$ cat config.mk
export PLATFORM = sky130hd
export DESIGN_NAME = phase_osc_voice
export DESIGN_NICKNAME = d
export VERILOG_FILES = /design/src/rtl/osc_pkg.sv /design/src/rtl/phase_acc.sv /design/src/rtl/wave_shaper.sv /design/src/rtl/phase_osc_voice.sv
export SDC_FILE = /design/constraint.sdc
export NUM_CORES = 1
export LEC_CHECK = 0
export BUFFER_PORTS_ARGS = -buffer_cell sky130_fd_sc_hd__buf_4
export CORE_AREA = 3 3 78 80
export DETAILED_ROUTE_END_ITERATION = 10
export DIE_AREA = 0 0 81 83
export GPL_ROUTABILITY_DRIVEN = 1
export PLACE_DENSITY = 0.75
export SLEW_MARGIN = 10
export SYNTH_ARGS = -nofsm -noshare
export SYNTH_HDL_FRONTEND = slang
export SYNTH_SLANG_ARGS = --single-unit
$ cat constraint.sdc
create_clock -name clk -period 2.1 [get_ports clk]
set_input_delay 0.21 -clock clk [delete_from_list [all_inputs] [get_ports clk]]
set_output_delay 0.21 -clock clk [all_outputs]
set_load 0.05 [all_outputs]
$ cat src/rtl/osc_pkg.sv
package osc_pkg;
   localparam int SEL_W   = 4;
   localparam int SEL_TRI = 0;
   localparam int SEL_SAW = 1;
   localparam int SEL_PUL = 2;
   localparam int SEL_NOI = 3;
endpackage

$ cat src/rtl/phase_acc.sv
module phase_acc #(
   parameter int ACC_W  = 24,
   parameter int FREQ_W = 16
) (
   input  logic              clk,
   input  logic              rst_n,
   input  logic [FREQ_W-1:0] freq,
   input  logic              hold,
   input  logic              clr,
   output logic [ACC_W-1:0]  acc,
   output logic              msb_rise
);
   localparam int PAD_W = ACC_W - FREQ_W;

   logic [ACC_W-1:0] acc_next;

   assign acc_next = acc + {{PAD_W{1'b0}}, freq};

   always_ff @(posedge clk or negedge rst_n) begin
      if (!rst_n) begin
         acc      <= '0;
         msb_rise <= 1'b0;
      end else if (hold || clr) begin
         acc      <= '0;
         msb_rise <= 1'b0;
      end else begin
         acc      <= acc_next;
         msb_rise <= ~acc[ACC_W-1] & acc_next[ACC_W-1];
      end
   end

   assert_advance_R1: assert property (@(posedge clk) disable iff (!rst_n)
      (!hold && !clr) |=> acc == $past(acc) + {{PAD_W{1'b0}}, $past(freq)});
   assert_hold_zero_R2: assert property (@(posedge clk) disable iff (!rst_n)
      hold |=> acc == '0);
   assert_clear_R3: assert property (@(posedge clk) disable iff (!rst_n)
      clr |=> acc == '0);
   assert_rise_top_R8: assert property (@(posedge clk) disable iff (!rst_n)
      msb_rise |-> acc[ACC_W-1]);
   assert_rise_single_R8: assert property (@(posedge clk) disable iff (!rst_n)
      msb_rise |=> !msb_rise);
endmodule

$ cat src/rtl/wave_shaper.sv
module wave_shaper
   import osc_pkg::*;
#(
   parameter int ACC_W = 24,
   parameter int OUT_W = 12
) (
   input  logic [ACC_W-1:0] acc,
   input  logic [OUT_W-1:0] pw,
   input  logic             test,
   input  logic             ring_en,
   input  logic             mod_msb,
   input  logic [SEL_W-1:0] sel,
   input  logic [OUT_W-1:0] noise,
   output logic [OUT_W-1:0] wave
);
   localparam int TOP = ACC_W - 1;

   logic             fold;
   logic [ACC_W-1:0] folded;
   logic [OUT_W-1:0] saw_w, tri_w, pul_w, mix_w;

   assign saw_w  = acc[TOP -: OUT_W];
   assign fold   = acc[TOP] ^ (ring_en & mod_msb);
   assign folded = fold ? ~acc : acc;
   assign tri_w  = folded[TOP-1 -: OUT_W];
   assign pul_w  = (test || (saw_w >= pw)) ? '1 : '0;

   assign mix_w = (sel[SEL_TRI] ? tri_w : '1)
                & (sel[SEL_SAW] ? saw_w : '1)
                & (sel[SEL_PUL] ? pul_w : '1);

   always_comb begin
      if (sel[SEL_NOI])
         wave = (sel[SEL_PUL:SEL_TRI] == '0) ? noise : '0;
      else if (sel[SEL_PUL:SEL_TRI] == '0)
         wave = '0;
      else
         wave = mix_w;
   end
endmodule

$ cat src/rtl/phase_osc_voice.sv
module phase_osc_voice #(
   parameter int ACC_W   = 24,
   parameter int FREQ_W  = 16,
   parameter int OUT_W   = 12,
   parameter bit OUT_REG = 1'b0
) (
   input  logic              clk,
   input  logic              rst_n,
   input  logic [FREQ_W-1:0] freq_word,
   input  logic [OUT_W-1:0]  pulse_width,
   input  logic              test_hold,
   input  logic              ring_en,
   input  logic              mod_msb,
   input  logic              sync_reset,
   input  logic [3:0]        wave_sel,
   input  logic [OUT_W-1:0]  noise_word,
   output logic [OUT_W-1:0]  wave_out,
   output logic              msb_rise
);
   initial begin
      assert (ACC_W >= OUT_W + 1) else $error("ACC_W must exceed OUT_W");
      assert (FREQ_W <= ACC_W) else $error("FREQ_W must not exceed ACC_W");
   end

   logic [ACC_W-1:0] acc;
   logic [OUT_W-1:0] shaped;

   phase_acc #(.ACC_W(ACC_W), .FREQ_W(FREQ_W)) u_acc (
      .clk(clk), .rst_n(rst_n), .freq(freq_word), .hold(test_hold),
      .clr(sync_reset), .acc(acc), .msb_rise(msb_rise)
   );

   wave_shaper #(.ACC_W(ACC_W), .OUT_W(OUT_W)) u_shape (
      .acc(acc), .pw(pulse_width), .test(test_hold), .ring_en(ring_en),
      .mod_msb(mod_msb), .sel(wave_sel), .noise(noise_word), .wave(shaped)
   );

   generate
      if (OUT_REG) begin : g_reg
         always_ff @(posedge clk or negedge rst_n) begin
            if (!rst_n) wave_out <= '0;
            else        wave_out <= shaped;
         end
      end else begin : g_comb
         assign wave_out = shaped;

         assert_zero_sel_R9: assert property (@(posedge clk) disable iff (!rst_n)
            (wave_sel == 4'b0000) |-> wave_out == '0);
         assert_noise_mix_R10: assert property (@(posedge clk) disable iff (!rst_n)
            (wave_sel[3] && wave_sel[2:0] != 3'b000) |-> wave_out == '0);
         assert_test_pulse_R7: assert property (@(posedge clk) disable iff (!rst_n)
            (test_hold && wave_sel == 4'b0100) |-> wave_out == '1);
      end
   endgenerate
endmodule

==> qor.tcl <==
set qor(run_status) {finished with violations}
set qor(violated_checks) {setup timing}
set qor(insertedDiodeCount) 0
set qor(setup.worst_path.class) {reg2out}
set qor(routed_wire_length_um) 7420
set qor(timing.setup.tns_ns) -3.25
set qor(h-tree-depth) 1
set qor(antenna_violations_before_repair) 0
set qor(max_slew_violation_count) 0
set qor(areaGrowthSynthToFinish_pct) 44.3
set qor(worstPathBufferInverterCount) 2
set qor(synthesis.area_per_instance_um2) 8.46
set qor(initial_core_util_pct) 47.9
set qor(grtUsageTotal_pct) 21.9
set qor(tightestPinTransition_ns) 0.688
set qor(max_stage_delay_ns) 0.50
set qor(final.setup_skew_ns) 0.00565
set qor(final_net_count) 488
set qor(placement_rows) 27
set qor(synth-async-reset-ratio_pct) 100
set qor(timing.critical_path.cells) {ha_4 > nand2_2 > or4_4 > o21ai_4 > buf_6 > a22o_1 > buf_6}
set qor(synth_top_area_cell) {dfrtp_1}
set qor(finalCriticalPeriod_ns) 2.38
set qor(synth_enable_flop_cells) 0
set qor(setup_repair_after_global_routing_missed_its_margin) {true}
set qor(worstPathMaxFanout) 6
set qor(post-route-cell-area_um2) 3780
set qor(detailed_place_hpwl_um) 5410
set qor(syn-num-nets) 390
set qor(post_route_non_filler_standard_cell_count) 479
set qor(setup_viol_count_final) 17
set qor(hold_violations) 0
set qor(setup_slack_placement_ns) -0.0822
set qor(fp.coreArea_um2) 5470
set qor(post_syn_instances) 310
set qor(synth_largest_type_area_fraction_pct) 23.9
set qor(buffer_ports.inserted) 62
set qor(cpMaxStageDelayCell) {or4_4}
set qor(globalRouteOverflowTotal) 0
set qor(clk_root_buffer_cell) {clkbuf_8}
set qor(clock_latency_ns) 0.27
set qor(ys_top_cells_by_area) {dfrtp_1 24%, ha_1 14%, a21oi_1 6.3%}
set qor(vert_die_dim_um) 83
set qor(cp_common_cell) {buf_6}
set qor(largest_net_degree_at_the_start_of_global_routing) 26
set qor(worstPathArrival_ns) 2.17
set qor(seq_area_frac_synth_pct) 23.9
set qor(worst_ir_drop_vdd_v) 0.000407
set qor(path_delay_family) {simple AND/OR/NAND/NOR gates}
set qor(post_synth_instance_area_um2) 2620
set qor(hold_crit_path_type) {in2reg}
set qor(yosys_warnings) 0
set qor(final_core_util_pct) 69.1
set qor(final_layout_size_suffix_gt1_share_pct) 36.9
set qor(place_inst) 465
set qor(min_period_over_period_pct) 113
set qor(routed_wire_length_per_instance_um) 15.5
set qor(cellPowerDensity_nw_per_um2) 423
set qor(io-pin-count) 63
set qor(cellLeakagePower_nw) 1.81
set qor(drc_errors) 0
set qor(synth_top_flop_cell) {dfrtp_1}
set qor(worst_setup_hold_path_clk_slew_ns) 0.09
set qor(drt_first_pass_iters) 4
set qor(tritoncts) {built}
set qor(dr_total_vias) 2646
set qor(first_global_vias) 2542
set qor(worst_slew_margin_rel_pct) 53.7
set qor(design.die.area_um2) 6720
set qor(setup.worst_path.start_class) {flop}
set qor(fmax_ghz) 0.420
set qor(routed_via_density) 5.52
set qor(synth-seq-cells) 25
set qor(clock_sink_count) 25
set qor(place.gp.congestion) 0.887
set qor(grt_pass1_wl_um) 11900
set qor(synthDistinctLibCells) 50
set qor(cts_made_buffers) 3
set qor(die_w_um) 81
set qor(cp.required_ns) 1.89
set qor(place_area_um2) 3370
set qor(antenna_left) 0
set qor(dr.first_iter.drc_count) 93
set qor(crit_path_end_kind) {primary output}
set qor(drv.max_cap_violation_count) 0
set qor(cts_max_path_buffers) 2
set qor(timing.final.ws_setup_ns) -0.281
## metal layers
metal  global-route usage [%]  vias up  wire length (um)
met5                        0        -                 0
met4                     6.61        0                84
met1                     27.8     1225              3130
li1                         -     1332                 -
met2                     38.0       81              3810
met3                     2.71        8               404
## logic make-up (layout without fill, tap and decap cells)
family	Yosys count	after routing	synth area share [%]
compound gates	95	95	26.3
xor+xnor	22	22	7.35
fa+ha+maj	30	30	14.6
buf+inv	30	127	5.82
flops	25	25	23.9
mux	4	4	1.53
simple gates	104	104	20.5
## layout make-up
cell class                 instances  area [um^2]
multi-input combinational        255         2090
fill                             424         1690
timing repair buffer             107          870
sequential                        25          626
tap                               72         90.1
inverter                          16         60.1
clock buffer                       3         41.3
clock inverter                     1         5.00
## state kept, by name (all words and copies together) (netlist names)
register        cells
u_acc.msb_rise      1
u_acc.acc          24
## report_power, final
group	leakage, nW	internal, W	switching (W)
combinational	1.45	0.000375	0.000407
clock	0.0255	0.000133	0.000162
sequential	0.341	0.000505	0.0000167
total	1.81	0.00101	0.000586
## synth_stat cells (2+ instances only)
| master | n |
|---|---|
| a31oi_1 | 3 |
| and3_1 | 6 |
| and2_1 | 5 |
| a21o_1 | 8 |
| inv_1 | 16 |
| o21ai_1 | 2 |
| nor2b_1 | 10 |
| ha_1 | 29 |
| nand4_1 | 7 |
| o21ai_0 | 8 |
| buf_2 | 4 |
| or3_1 | 7 |
| dfrtp_1 | 25 |
| clkbuf_8 | 2 |
| a22oi_1 | 3 |
| or4_1 | 3 |
| mux2i_1 | 4 |
| nor2_1 | 17 |
| a22o_1 | 12 |
| nand2_1 | 26 |
| o211ai_1 | 6 |
| o211a_1 | 2 |
| xnor2_1 | 6 |
| o21a_1 | 6 |
| buf_6 | 2 |
| a21oi_1 | 33 |
| nand3_1 | 7 |
| nor3_1 | 9 |
| clkbuf_1 | 6 |
| xor2_1 | 16 |
## path summary, 6_finish.rpt
path / startpoint / end / slack (ns) / depth (start not counted)
max: u_acc.acc[20]$_DFF_PN0_ / wave_out[4] / -0.28 / 7
min: sync_reset / u_acc.acc[14]$_DFF_PN0_ / 0.24 / 3
max reg2reg: u_acc.acc[0]$_DFF_PN0_ / u_acc.acc[22]$_DFF_PN0_ / -0.07 / 7
min reg2reg: u_acc.acc[0]$_DFF_PN0_ / u_acc.acc[0]$_DFF_PN0_ / 0.65 / 2
max in group asynchronous: rst_n / u_acc.acc[19]$_DFF_PN0_ / 1.47 / 2
min in group asynchronous: rst_n / u_acc.acc[5]$_DFF_PN0_ / 0.38 / 2
## through the flow
stage / hold slack (ns) / total power (W)
2_1_floorplan: -0.0856 / 0.000959
3_3_place_gp: 0.135 / 0.00119
3_5_place_dp: 0.142 / 0.00120
4_1_cts: 0.239 / 0.00155
5_1_grt: 0.262 / 0.00170
6_report: 0.243 / 0.00160
## layout by cell type (no fill, tap or decap), types with 4 or more instances in the layout
cell type  count
a21o_1         8
a21oi_1       29
a22o_1        12
and2_1         4
and3_1         5
buf_4         89
buf_6         17
dfrtp_1       25
ha_1          21
ha_4           8
inv_1         16
mux2i_1        4
nand2_1       24
nand3_1        7
nand4_1        7
nor2_1        16
nor2b_1       10
nor3_1         6
o211ai_1       6
o21a_1         6
o21ai_0        4
o21ai_1        4
or3_1          7
xnor2_1        6
xor2_1        15
## worst register-to-register path, cell delays in order, from the launching register on
cell and delay (ns):
dfrtp_1 0.41, ha_4 0.18, fa_2 0.34, a21o_4 0.22, a221oi_4 0.35, o32ai_4 0.19
or3_1 0.34, o211ai_2 0.07
## timing repair
| action | CTS | global route |
|---|---|---|
| resized for setup | 32 | 27 |
| pin swaps | 25 | 14 |
| gates cloned | 1 | 0 |
| setup buffers | 6 | 2 |
| setup endpoints to repair | 22 | 28 |
| hold buffers | 1 | 0 |
| endpoints found under the hold margin | 25 | 0 |
Power figures use the tool's default switching activity.
